`src/rtl/hw16_pkg.sv`:
```
// Shared constants and types for the compact halfword decoder.
// Assumes the compressed format is fixed at 16 bits with 5-bit register numbers.
package hw16_pkg;

    localparam int HALF_W = 16;
    localparam int RNUM_W = 5;
    localparam int OPC_W  = 5;
    localparam int CLS_W  = 6;
    localparam int LEN_W  = 3;
    localparam int FLD_W  = 3;

    localparam logic [RNUM_W-1:0] REG_ZERO = 5'd0;
    localparam logic [RNUM_W-1:0] REG_T    = 5'd24;
    localparam logic [RNUM_W-1:0] REG_SP   = 5'd29;
    localparam logic [RNUM_W-1:0] REG_RA   = 5'd31;

    // Micro-operation classes; the no-operation class must stay first (code 0).
    typedef enum logic [CLS_W-1:0] {
        UOP_NOP, UOP_ADDI, UOP_ADDPC, UOP_SLTI, UOP_SLTIU, UOP_XORI,
        UOP_SLL, UOP_SRL, UOP_SRA, UOP_SLLV, UOP_SRLV, UOP_SRAV,
        UOP_ADD, UOP_SUB, UOP_SLT, UOP_SLTU, UOP_AND, UOP_OR, UOP_XOR, UOP_NOR,
        UOP_MOVE, UOP_MFHI, UOP_MFLO, UOP_MULT, UOP_MULTU, UOP_DIV, UOP_DIVU,
        UOP_ZEB, UOP_ZEH, UOP_SEB, UOP_SEH,
        UOP_BR, UOP_BEQZ, UOP_BNEZ, UOP_JAL, UOP_JALX, UOP_JR, UOP_JALR,
        UOP_LB, UOP_LBU, UOP_LH, UOP_LHU, UOP_LW, UOP_LWPC,
        UOP_SB, UOP_SH, UOP_SW, UOP_BRK
    } uop_cls_e;

    // Immediate construction recipes chosen by the field decoder.
    typedef enum logic [3:0] {
        IK_ZERO, IK_U8S2, IK_B11, IK_S8S1, IK_S8, IK_U8, IK_S4, IK_S8S3,
        IK_SA, IK_O5, IK_O5S1, IK_O5S2, IK_JT, IK_CODE6
    } imm_kind_e;

endpackage

```
`src/rtl/hw16_regmap.sv`:
```
// Expands a 3-bit compressed register field to a full register number.
// Assumes the fixed eight-entry table of the compressed format.
module hw16_regmap
    import hw16_pkg::*;
(
    input  logic [FLD_W-1:0]  i_field,
    output logic [RNUM_W-1:0] o_reg
);

    // Table lookup: fields 0 and 1 reach the saved registers, the rest map to themselves.
    always_comb begin
        unique case (i_field)
            3'd0:    o_reg = 5'd16;
            3'd1:    o_reg = 5'd17;
            default: o_reg = {2'b00, i_field};
        endcase
    end

endmodule

```
`src/rtl/hw16_immgen.sv`:
```
// Builds the extended, scaled immediate from the instruction and a recipe.
// Assumes IMM_W is at least 28 so the jump target fits unshortened.
module hw16_immgen
    import hw16_pkg::*;
#(
    parameter int IMM_W = 32
) (
    input  logic [HALF_W-1:0] i_insn,
    input  logic [HALF_W-1:0] i_next,
    input  imm_kind_e         i_kind,
    output logic [IMM_W-1:0]  o_imm
);

    localparam int JT_W = 2 * OPC_W + HALF_W + 2;

    logic       sa_zero;
    logic [7:0] lo8;
    logic [4:0] lo5;

    assign lo8     = i_insn[7:0];
    assign lo5     = i_insn[4:0];
    assign sa_zero = (i_insn[4:2] == 3'd0);

    // Select and extend the immediate according to the recipe.
    always_comb begin
        unique case (i_kind)
            IK_U8S2:  o_imm = {{(IMM_W-10){1'b0}}, lo8, 2'b00};
            IK_B11:   o_imm = {{(IMM_W-12){i_insn[10]}}, i_insn[10:0], 1'b0};
            IK_S8S1:  o_imm = {{(IMM_W-9){lo8[7]}}, lo8, 1'b0};
            IK_S8:    o_imm = {{(IMM_W-8){lo8[7]}}, lo8};
            IK_U8:    o_imm = {{(IMM_W-8){1'b0}}, lo8};
            IK_S4:    o_imm = {{(IMM_W-4){i_insn[3]}}, i_insn[3:0]};
            IK_S8S3:  o_imm = {{(IMM_W-11){lo8[7]}}, lo8, 3'b000};
            IK_SA:    o_imm = {{(IMM_W-4){1'b0}}, sa_zero, i_insn[4:2]};
            IK_O5:    o_imm = {{(IMM_W-5){1'b0}}, lo5};
            IK_O5S1:  o_imm = {{(IMM_W-6){1'b0}}, lo5, 1'b0};
            IK_O5S2:  o_imm = {{(IMM_W-7){1'b0}}, lo5, 2'b00};
            IK_JT:    o_imm = {{(IMM_W-JT_W){1'b0}}, i_insn[4:0], i_insn[9:5], i_next, 2'b00};
            IK_CODE6: o_imm = {{(IMM_W-6){1'b0}}, i_insn[10:5]};
            default:  o_imm = '0;
        endcase
    end

endmodule

```
`src/rtl/hw16_core.sv`:
```
// Field decoder: opcode and sub-function to class, register numbers, immediate
// recipe, length and reserved flag. Assumes mapped register fields come in
// already expanded (rx, ry, rz and the low-field source).
module hw16_core
    import hw16_pkg::*;
(
    input  logic [HALF_W-1:0] i_insn,
    input  logic [RNUM_W-1:0] i_rx,
    input  logic [RNUM_W-1:0] i_ry,
    input  logic [RNUM_W-1:0] i_rz,
    input  logic [RNUM_W-1:0] i_rw,
    output uop_cls_e          o_cls,
    output logic [RNUM_W-1:0] o_rd,
    output logic [RNUM_W-1:0] o_rs,
    output logic [RNUM_W-1:0] o_rt,
    output imm_kind_e         o_kind,
    output logic [LEN_W-1:0]  o_len,
    output logic              o_rsvd
);

    logic [OPC_W-1:0] opc;
    uop_cls_e          cls;
    logic [RNUM_W-1:0] rd, rs, rt;
    imm_kind_e         kind;
    logic              rsvd;

    assign opc = i_insn[15:11];

    // Main opcode decode producing a raw micro-operation and reserved indication.
    always_comb begin
        cls   = UOP_NOP;
        rd    = REG_ZERO;
        rs    = REG_ZERO;
        rt    = REG_ZERO;
        kind  = IK_ZERO;
        o_len = LEN_W'(2);
        rsvd  = 1'b0;
        unique case (opc)
            5'h00: begin cls = UOP_ADDI;  rd = i_rx; rs = REG_SP; kind = IK_U8S2; end
            5'h01: begin cls = UOP_ADDPC; rd = i_rx; kind = IK_U8S2; end
            5'h02: begin cls = UOP_BR;    kind = IK_B11; end
            5'h03: begin
                cls   = i_insn[10] ? UOP_JALX : UOP_JAL;
                rd    = REG_RA;
                kind  = IK_JT;
                o_len = LEN_W'(4);
            end
            5'h04: begin cls = UOP_BEQZ; rs = i_rx; kind = IK_S8S1; end
            5'h05: begin cls = UOP_BNEZ; rs = i_rx; kind = IK_S8S1; end
            5'h06: begin
                rd   = i_rx;
                rs   = i_ry;
                kind = IK_SA;
                unique case (i_insn[1:0])
                    2'd0:    cls  = UOP_SLL;
                    2'd2:    cls  = UOP_SRL;
                    2'd3:    cls  = UOP_SRA;
                    default: rsvd = 1'b1;
                endcase
            end
            5'h08: begin
                if (i_insn[4]) begin
                    rsvd = 1'b1;
                end else begin
                    cls = UOP_ADDI; rd = i_ry; rs = i_rx; kind = IK_S4;
                end
            end
            5'h09: begin cls = UOP_ADDI;  rd = i_rx;  rs = i_rx; kind = IK_S8; end
            5'h0a: begin cls = UOP_SLTI;  rd = REG_T; rs = i_rx; kind = IK_U8; end
            5'h0b: begin cls = UOP_SLTIU; rd = REG_T; rs = i_rx; kind = IK_U8; end
            5'h0c: begin
                unique case (i_insn[10:8])
                    3'd0: begin cls = UOP_BEQZ; rs = REG_T; kind = IK_S8S1; end
                    3'd1: begin cls = UOP_BNEZ; rs = REG_T; kind = IK_S8S1; end
                    3'd2: begin cls = UOP_SW;   rs = REG_SP; rt = REG_RA; kind = IK_U8S2; end
                    3'd3: begin cls = UOP_ADDI; rd = REG_SP; rs = REG_SP; kind = IK_S8S3; end
                    3'd5: begin cls = UOP_MOVE; rd = {i_insn[4:3], i_insn[7:5]}; rs = i_rw; end
                    3'd7: begin cls = UOP_MOVE; rd = i_ry; rs = i_insn[4:0]; end
                    default: rsvd = 1'b1;
                endcase
            end
            5'h0d: begin cls = UOP_ADDI; rd = i_rx;  rs = REG_ZERO; kind = IK_U8; end
            5'h0e: begin cls = UOP_XORI; rd = REG_T; rs = i_rx;     kind = IK_U8; end
            5'h10: begin cls = UOP_LB;   rd = i_ry; rs = i_rx;   kind = IK_O5;   end
            5'h11: begin cls = UOP_LH;   rd = i_ry; rs = i_rx;   kind = IK_O5S1; end
            5'h12: begin cls = UOP_LW;   rd = i_rx; rs = REG_SP; kind = IK_U8S2; end
            5'h13: begin cls = UOP_LW;   rd = i_ry; rs = i_rx;   kind = IK_O5S2; end
            5'h14: begin cls = UOP_LBU;  rd = i_ry; rs = i_rx;   kind = IK_O5;   end
            5'h15: begin cls = UOP_LHU;  rd = i_ry; rs = i_rx;   kind = IK_O5S1; end
            5'h16: begin cls = UOP_LWPC; rd = i_rx; kind = IK_U8S2; end
            5'h18: begin cls = UOP_SB;   rt = i_ry; rs = i_rx;   kind = IK_O5;   end
            5'h19: begin cls = UOP_SH;   rt = i_ry; rs = i_rx;   kind = IK_O5S1; end
            5'h1a: begin cls = UOP_SW;   rt = i_rx; rs = REG_SP; kind = IK_U8S2; end
            5'h1b: begin cls = UOP_SW;   rt = i_ry; rs = i_rx;   kind = IK_O5S2; end
            5'h1c: begin
                rd = i_rz;
                rs = i_rx;
                rt = i_ry;
                unique case (i_insn[1:0])
                    2'd1:    cls  = UOP_ADD;
                    2'd3:    cls  = UOP_SUB;
                    default: rsvd = 1'b1;
                endcase
            end
            5'h1d: begin
                unique case (i_insn[4:0])
                    5'h00: begin
                        cls = i_insn[6] ? UOP_JALR : UOP_JR;
                        rd  = i_insn[6] ? REG_RA : REG_ZERO;
                        rs  = i_insn[5] ? REG_RA : i_rx;
                    end
                    5'h02: begin cls = UOP_SLT;  rd = REG_T; rs = i_rx; rt = i_ry; end
                    5'h03: begin cls = UOP_SLTU; rd = REG_T; rs = i_rx; rt = i_ry; end
                    5'h04: begin cls = UOP_SLLV; rd = i_ry;  rs = i_rx; rt = i_ry; end
                    5'h05: begin cls = UOP_BRK;  kind = IK_CODE6; end
                    5'h06: begin cls = UOP_SRLV; rd = i_ry;  rs = i_rx; rt = i_ry; end
                    5'h07: begin cls = UOP_SRAV; rd = i_ry;  rs = i_rx; rt = i_ry; end
                    5'h0a: begin cls = UOP_XOR;  rd = REG_T; rs = i_rx; rt = i_ry; end
                    5'h0b: begin cls = UOP_SUB;  rd = i_rx;  rs = REG_ZERO; rt = i_ry; end
                    5'h0c: begin cls = UOP_AND;  rd = i_rx;  rs = i_rx; rt = i_ry; end
                    5'h0d: begin cls = UOP_OR;   rd = i_rx;  rs = i_rx; rt = i_ry; end
                    5'h0e: begin cls = UOP_XOR;  rd = i_rx;  rs = i_rx; rt = i_ry; end
                    5'h0f: begin cls = UOP_NOR;  rd = i_rx;  rs = i_ry; end
                    5'h10: begin cls = UOP_MFHI; rd = i_rx; end
                    5'h12: begin cls = UOP_MFLO; rd = i_rx; end
                    5'h11: begin
                        rd = i_rx;
                        rs = i_rx;
                        unique case (i_insn[7:5])
                            3'd0:    cls  = UOP_ZEB;
                            3'd1:    cls  = UOP_ZEH;
                            3'd4:    cls  = UOP_SEB;
                            3'd5:    cls  = UOP_SEH;
                            default: rsvd = 1'b1;
                        endcase
                    end
                    5'h18: begin cls = UOP_MULT;  rs = i_rx; rt = i_ry; end
                    5'h19: begin cls = UOP_MULTU; rs = i_rx; rt = i_ry; end
                    5'h1a: begin cls = UOP_DIV;   rs = i_rx; rt = i_ry; end
                    5'h1b: begin cls = UOP_DIVU;  rs = i_rx; rt = i_ry; end
                    default: rsvd = 1'b1;
                endcase
            end
            5'h1e: begin rsvd = 1'b1; o_len = LEN_W'(4); end
            default: rsvd = 1'b1;
        endcase
    end

    // Squash every field of a reserved encoding to an empty micro-operation.
    always_comb begin
        o_rsvd = rsvd;
        o_cls  = rsvd ? UOP_NOP  : cls;
        o_rd   = rsvd ? REG_ZERO : rd;
        o_rs   = rsvd ? REG_ZERO : rs;
        o_rt   = rsvd ? REG_ZERO : rt;
        o_kind = rsvd ? IK_ZERO  : kind;
    end

endmodule

```
`src/rtl/hw16_decoder.sv`:
```
// Top of the compact halfword decoder: field expansion, decode, immediate
// build and one output register stage. Assumes IMM_W >= 28; reset is
// synchronous and active low.
module hw16_decoder
    import hw16_pkg::*;
#(
    parameter int IMM_W = 32
) (
    input  logic              clk,
    input  logic              rst_n,
    input  logic              i_valid,
    input  logic [15:0]       i_insn,
    input  logic [15:0]       i_next,
    output logic              o_valid,
    output logic [5:0]        o_cls,
    output logic [4:0]        o_rd,
    output logic [4:0]        o_rs,
    output logic [4:0]        o_rt,
    output logic [IMM_W-1:0]  o_imm,
    output logic [2:0]        o_len,
    output logic              o_rsvd
);

    localparam int NUM_FIELDS = 4;

    logic [RNUM_W-1:0] rmap [NUM_FIELDS];

    uop_cls_e          d_cls;
    logic [RNUM_W-1:0] d_rd, d_rs, d_rt;
    imm_kind_e         d_kind;
    logic [LEN_W-1:0]  d_len;
    logic              d_rsvd;
    logic [IMM_W-1:0]  d_imm;

    // One table lookup per 3-bit field: rx, ry, rz and the low source field.
    for (genvar g = 0; g < NUM_FIELDS; g++) begin : g_field
        localparam int LSB = (g == 0) ? 8 : (g == 1) ? 5 : (g == 2) ? 2 : 0;
        hw16_regmap u_map (
            .i_field (i_insn[LSB +: FLD_W]),
            .o_reg   (rmap[g])
        );
    end

    hw16_core u_core (
        .i_insn (i_insn),
        .i_rx   (rmap[0]),
        .i_ry   (rmap[1]),
        .i_rz   (rmap[2]),
        .i_rw   (rmap[3]),
        .o_cls  (d_cls),
        .o_rd   (d_rd),
        .o_rs   (d_rs),
        .o_rt   (d_rt),
        .o_kind (d_kind),
        .o_len  (d_len),
        .o_rsvd (d_rsvd)
    );

    hw16_immgen #(.IMM_W(IMM_W)) u_imm (
        .i_insn (i_insn),
        .i_next (i_next),
        .i_kind (d_kind),
        .o_imm  (d_imm)
    );

    // Output stage: clear on reset, capture on valid, hold otherwise.
    always_ff @(posedge clk) begin
        if (!rst_n) begin
            o_valid <= 1'b0;
            o_cls   <= '0;
            o_rd    <= '0;
            o_rs    <= '0;
            o_rt    <= '0;
            o_imm   <= '0;
            o_len   <= '0;
            o_rsvd  <= 1'b0;
        end else begin
            o_valid <= i_valid;
            if (i_valid) begin
                o_cls  <= d_cls;
                o_rd   <= d_rd;
                o_rs   <= d_rs;
                o_rt   <= d_rt;
                o_imm  <= d_imm;
                o_len  <= d_len;
                o_rsvd <= d_rsvd;
            end
        end
    end

endmodule

```
`config.mk`:
```
export PLATFORM = sky130hd
export DESIGN_NAME = hw16_decoder
export DESIGN_NICKNAME = d
export VERILOG_FILES = /design/src/rtl/hw16_pkg.sv /design/src/rtl/hw16_regmap.sv /design/src/rtl/hw16_immgen.sv /design/src/rtl/hw16_core.sv /design/src/rtl/hw16_decoder.sv
export SDC_FILE = /design/constraint.sdc
export NUM_CORES = 1
export LEC_CHECK = 0
export BUFFER_PORTS_ARGS = -buffer_cell sky130_fd_sc_hd__buf_2
export CAP_MARGIN = 0
export CORE_MARGIN = 2
export CORE_UTILIZATION = 35
export DETAILED_ROUTE_END_ITERATION = 16
export GPL_TIMING_DRIVEN = 0
export PLACE_DENSITY_LB_ADDON = 0.08
export SLEW_MARGIN = 40
export SYNTH_ARGS = -nofsm -noshare
export SYNTH_HDL_FRONTEND = slang
export SYNTH_HIERARCHICAL = 1
export SYNTH_SLANG_ARGS = --single-unit
```
`constraint.sdc`:
```
create_clock -name clk -period 5.6 [get_ports clk]
set_input_delay 0.56 -clock clk [delete_from_list [all_inputs] [get_ports clk]]
set_output_delay 0.56 -clock clk [all_outputs]
set_load 0.005 [all_outputs]
```
==> impl_metrics.ini, run 1 <==
[finish]
regArea_mm2 = 0.00116
fillers = 1603
fin_util_pct = 43.0
drive_gt1_share_pct = 25.9
area_growth_pct = 19.4
diodes = 0
multi_input_area_mm2 = 0.00378
nNetsFinal = 840

[critical_path]
end_kind = register
crit_fanout = 12
crit_type = in -> reg
arrival_ns = 3.72
reg2reg_depth = 2
cp_data_required_time_ns = 5.86
setup.worst_path.start_class = input port

[cts]
cts_root_buf = clkbuf_16
numCtsBuffers = 9
cts_hold_buf = 0
cts_max_level = 3
cts_post_setup_buffers_inserted = 0
cts_buffer_depth = 2
ctsResizeCount = 0
cts_tree = yes
clk_pin_slew_ns = 0.06
clock_latency_ns = 0.32
cts.sinks = 58

[synth]
synth-async-reset-ratio_pct = 0
syn_nets = 740
netlist_area_mm2 = 0.00550
synth.most_common_cell = nor2b_1
synth_edf_count = 0
synth_area_leaders = dfxtp_1 21%, mux2i_1 12%, nor2b_1 7.6%, a21oi_1 4.2%, nand2_1 3.5%
yosys.area.top_type = dfxtp_1
synth-seq-cells = 58
ys_types = 89
seq_area_frac_synth_pct = 21.1
yosysTopAreaCellShare_pct = 21.1
syn_avg_cell_area_um2 = 7.80
postSynthCellCount = 705
synth_flop_cell = dfxtp_1
ys_warn_count = 6
synth_commonest_cells = 67 x nor2b_1, 64 x mux2i_1, 58 x dfxtp_1

[sta]
fmax_ghz = 0.289
maxSlewHeadroom_pct = 45.0
layout_min_cycle_time_ns = 3.46
tightest_slew_ns = 0.816
rsz0062_at_grt = false
finalHoldViolCount = 0
finalSetupViolations = 0
finalMaxSlewViolations = 0
skew_ns = 0
fin_crit_sh_pct = 61.7
final.setup.tns_ns = 0

[global_routing]
grt_max_degree = 17
overflow = 0
track_usage_pct = 25.2
antenna_found_initial = 0
grt_pass1_vias = 5659
grt_pass1_wl_um = 32400

[power]
power_frac_comb_pct = 28.3
power_density_mw_per_mm2 = 230
swShare_pct = 30.9
seqPwrFrac_pct = 29.4
intPower_mw = 1.05
ir_worst_vdd_v = 0.000201
p_switching_mw = 0.467
p_leak_nw = 2.81
clkPwrFrac_pct = 42.3

[detailed_routing]
drt-wirelength-per-cell_um = 20.8
drc = 0
ant_nets = 0
vias = 5875
vias_per_cell = 5.75
totalWireLength_um = 21200
first_pass_iters = 6
drt_iter0_markers = 549

[placement]
gp_congestion = 0.977
place.port_buffers = 89
dp_hpwl_um = 16300

[flow_run]
cap_violations = 0

[floorplan]
initial_utilization_pct = 36.0
dieArea_mm2 = 0.0167
die_w_um = 129
io_pins = 93
die_h_um = 129
coreArea_mm2 = 0.0153
std_cell_rows = 45

[hold_path]
hold_path_class = reg -> reg
hold_depth = 2

[outcome]
status = finished clean
[per-layer routing]
metal | track usage [%] | vias up | share of wire [%]
li1 | - | 2769 | -
met1 | 32.2 | 2772 | 43
met2 | 42.1 | 282 | 47
met3 | 4.38 | 52 | 6.6
met4 | 10.5 | 0 | 4.1
met5 | 0 | - | 0
[sequential cells by signal, indices dropped and copies added (netlist names)]
signal and count:
o_cls 6, o_imm 32, o_len 3, o_rd 5, o_rs 5, o_rsvd 1, o_rt 5, o_valid 1
[worst max-delay path, stage by stage]
cell and delay (ns):
buf_2 0.29, buf_2 0.34, buf_4 0.24, a21oi_1 0.11, o221ai_2 0.32, nand3_1 0.22
o21ba_1 0.36, buf_6 0.19, buf_2 0.24, a21oi_1 0.09, o21ai_0 0.34, o2bb2ai_1 0.18
mux2i_1 0.11, nor2b_1 0.11
[per-stage QoR]
step | cell area (um^2) | hold WS [ns] | std cells | worst slack, ns | power, mW
after floorplan | 5500 | 0.507 | 705 | 2.74 | 0.738
after global placement | 6210 | 0.491 | 1005 | 1.84 | 0.874
after detailed placement | 6210 | 0.504 | 1005 | 1.90 | 0.872
after CTS | 6560 | 0.519 | 1021 | 2.23 | 1.52
after global routing | 6570 | 0.544 | 1021 | 1.93 | 1.58
final | 6570 | 0.515 | 1021 | 2.14 | 1.51
[cell families after synthesis]
family / Yosys count / share of synthesized area, %
AOI/OAI and AO/OA: 216 / 27.9
xor gates and xnor gates: 3 / 0.478
adders and majority gates: 1 / 0.182
buffers and inverters: 93 / 10.2
DFF: 58 / 21.1
muxes: 68 / 12.5
other: 5 / 0.341
and+or+nand+nor: 261 / 27.2
[cells in the final DEF, fill, tap and decap left out, drive strengths merged, types with 6 or more instances in the layout]
master  netlist  final
nor3         17     17
a21oi        46     46
o211ai        6      6
nor2         38     38
inv          14     15
nand3        15     15
nand2b       15     15
nand4        12     12
a221oi       14     14
mux2i        64     64
nand2        54     54
a22oi         8      8
nor2b        69     69
a21o         21     21
nand3b        6      6
o21ai        38     38
and2          7      7
o22ai        10     10
a31oi        16     16
clkbuf       21     30
a31o          8      8
buf          57    146
dfxtp        58     58
[power groups by stage]
stage | Clock [mW] | Combinational, mW | Sequential [mW]
CTS | 0.656 | 0.421 | 0.444
global route | 0.676 | 0.463 | 0.446
detailed placement | 0 | 0.419 | 0.453
global placement | 0 | 0.422 | 0.452
floorplan | 0 | 0.283 | 0.455
finish | 0.640 | 0.428 | 0.444
[path summary, 6_finish.rpt]
check / start / slack [ns] / endpoint
worst min-delay path: o_rs[2]$_SDFFE_PN0P_ / 0.51 / o_rs[2]$_SDFFE_PN0P_
worst min register to register: o_rs[2]$_SDFFE_PN0P_ / 0.51 / o_rs[2]$_SDFFE_PN0P_
worst max register to register: o_imm[0]$_SDFFE_PN0P_ / 4.97 / o_imm[0]$_SDFFE_PN0P_
worst max-delay path: i_insn[4] / 2.14 / o_imm[0]$_SDFFE_PN0P_
[layout make-up]
| cell class | count | area share [%] |
|---|---|---|
| Multi-Input combinational cell | 554 | 57.6 |
| Sequential cell | 58 | 17.7 |
| Buffer | 78 | 7.70 |
| Timing Repair Buffer | 89 | 6.78 |
| Tap cell | 211 | 4.02 |
| Clock buffer | 9 | 3.43 |
| Clock inverter | 7 | 1.91 |
| Inverter | 15 | 0.858 |
Note: power is estimated with default switching activity, not from simulation.
==> run 2: changes to the inputs <==
Clock period 5.6 ns to 2.9 ns, I/O delays scaled along.
==> impl_metrics.ini, run 2 (synthesis gave the netlist of run 1 again) <==
[outcome]
status = finished clean

[global_routing]
grt_pass1_vias = 5653
antenna_found_initial = 0
grt_max_degree = 17
grt_pass1_wl_um = 32500
track_usage_pct = 25.3
overflow = 0

[detailed_routing]
drt_iter0_markers = 526
vias = 5900
first_pass_iters = 5
totalWireLength_um = 21300
ant_nets = 0
drt-wirelength-per-cell_um = 20.7
drc = 0
vias_per_cell = 5.73

[critical_path]
cp_data_required_time_ns = 3.11
slowest_stage = o221ai_2
crit_fanout = 12
arrival_ns = 2.99
cp_slowest_stage_delay_ns = 0.33
crit_type = in -> reg
end_kind = register
critPathBufInv = 4
setup.worst_path.start_class = input port
worstPathCellList = buf_4, buf_6, buf_4, a21oi_1, o221ai_2, nand3_2, o21ba_2, buf_6, nor2b_4, a221oi_1, nor2_1, a211o_1, mux2i_1, nor2b_1
critical-path-top-delay-family = compound AO/OA/AOI/OAI gates

[floorplan]
std_cell_rows = 45
die_h_um = 129
initial_utilization_pct = 36.0
io_pins = 93
die_w_um = 129
coreArea_mm2 = 0.0153
dieArea_mm2 = 0.0167

[sta]
tightest_slew_ns = 0.775
finalMaxSlewViolations = 0
layout_min_cycle_time_ns = 2.78
skew_ns = 0
finalSetupViolations = 0
fin_crit_sh_pct = 95.8
fmax_ghz = 0.360
hold_ws_ns = 0.312
finalHoldViolCount = 0
layout_setup_ws_ns = 0.122
maxSlewHeadroom_pct = 47.8

[hold_path]
hold_path_class = in -> reg

[finish]
reg.largest.list = o_imm: 32 flops, o_cls: 6 flops
multi_input_area_mm2 = 0.00382
diodes = 0
regMostFlops = o_imm
largest_reg_flops = 32
regArea_mm2 = 0.00116
drive_gt1_share_pct = 27.6
layout_common_cells = 105 x buf_2, 67 x nor2b_1, 64 x mux2i_1
fillers = 1590
area_growth_pct = 21.7
mostFrequentLayoutCell = buf_2
nNetsFinal = 848

[placement]
place.port_buffers = 89
gp_congestion = 0.977
dp_hpwl_um = 16300
pre_cts_ws_ns = -0.525

[cts]
cts_root_buf = clkbuf_16
cts.sinks = 58
numCtsBuffers = 9
cts_tree = yes
cts_buffer_depth = 2
clk_pin_slew_ns = 0.06
clock_latency_ns = 0.32
cts_max_level = 3

[power]
power_mw = 2.95
ir_worst_vdd_v = 0.000387
power_density_mw_per_mm2 = 440
p_leak_nw = 2.87

[flow_run]
cap_violations = 0
[run 2: worst register-to-register path, stage by stage, from the launching register on]
cell	delay (ns)
dfxtp_1	0.31
mux2i_1	0.15
nor2b_1	0.06
[run 2: timing repair]
item                       CTS  global route
pin swaps                    0             2
hold buffers                 0             0
gates cloned                 0             0
setup endpoints to repair   25            31
buffers inserted             0             8
gates resized for setup      5            20
[run 2: cell type report]
type                    count  area share, %
multi-input cells         554           57.1
flip-flops and latches     58           17.4
plain buffers              78           7.83
repair buffers             97           7.67
well taps                 211           3.95
clock buffers               9           3.37
clock inverters             7           1.87
inverters                  15          0.841
[run 2: through the flow]
stage / instances / setup TNS, ns / utilization (%) / area, um^2
after detailed placement: 1005 / -12.67 / 40.7 / 6210
after global routing: 1029 / -0.0133 / 43.9 / 6690
after global placement: 1005 / -14.20 / 40.7 / 6210
final: 1029 / 0 / 43.9 / 6690
after floorplan: 705 / 0 / - / 5500
after CTS: 1021 / 0 / 43.1 / 6570
[run 2: routing by layer]
metal	wire [um]	GRT usage [%]
met3	1530	4.38
met5	0	0
met4	762	10.2
met2	10000	42.2
met1	8960	32.3
[run 2: worst paths after layout]
check | startpoint | endpoint | slack [ns] | depth (start not counted)
min | rst_n | o_rd[4]$_SDFFE_PN0P_ | 0.31 | 2
max reg2reg | o_imm[0]$_SDFFE_PN0P_ | o_imm[0]$_SDFFE_PN0P_ | 2.27 | 2
max | i_insn[4] | o_imm[3]$_SDFFE_PN0P_ | 0.12 | 14
min reg2reg | o_rs[2]$_SDFFE_PN0P_ | o_rs[2]$_SDFFE_PN0P_ | 0.51 | 2
[run 2: power by group]
| group | switching, mW | internal, mW | leakage (nW) |
|---|---|---|---|
| registers | 0.0193 | 0.839 | 0.472 |
| clock network | 0.392 | 0.846 | 0.170 |
| logic | 0.499 | 0.352 | 2.23 |
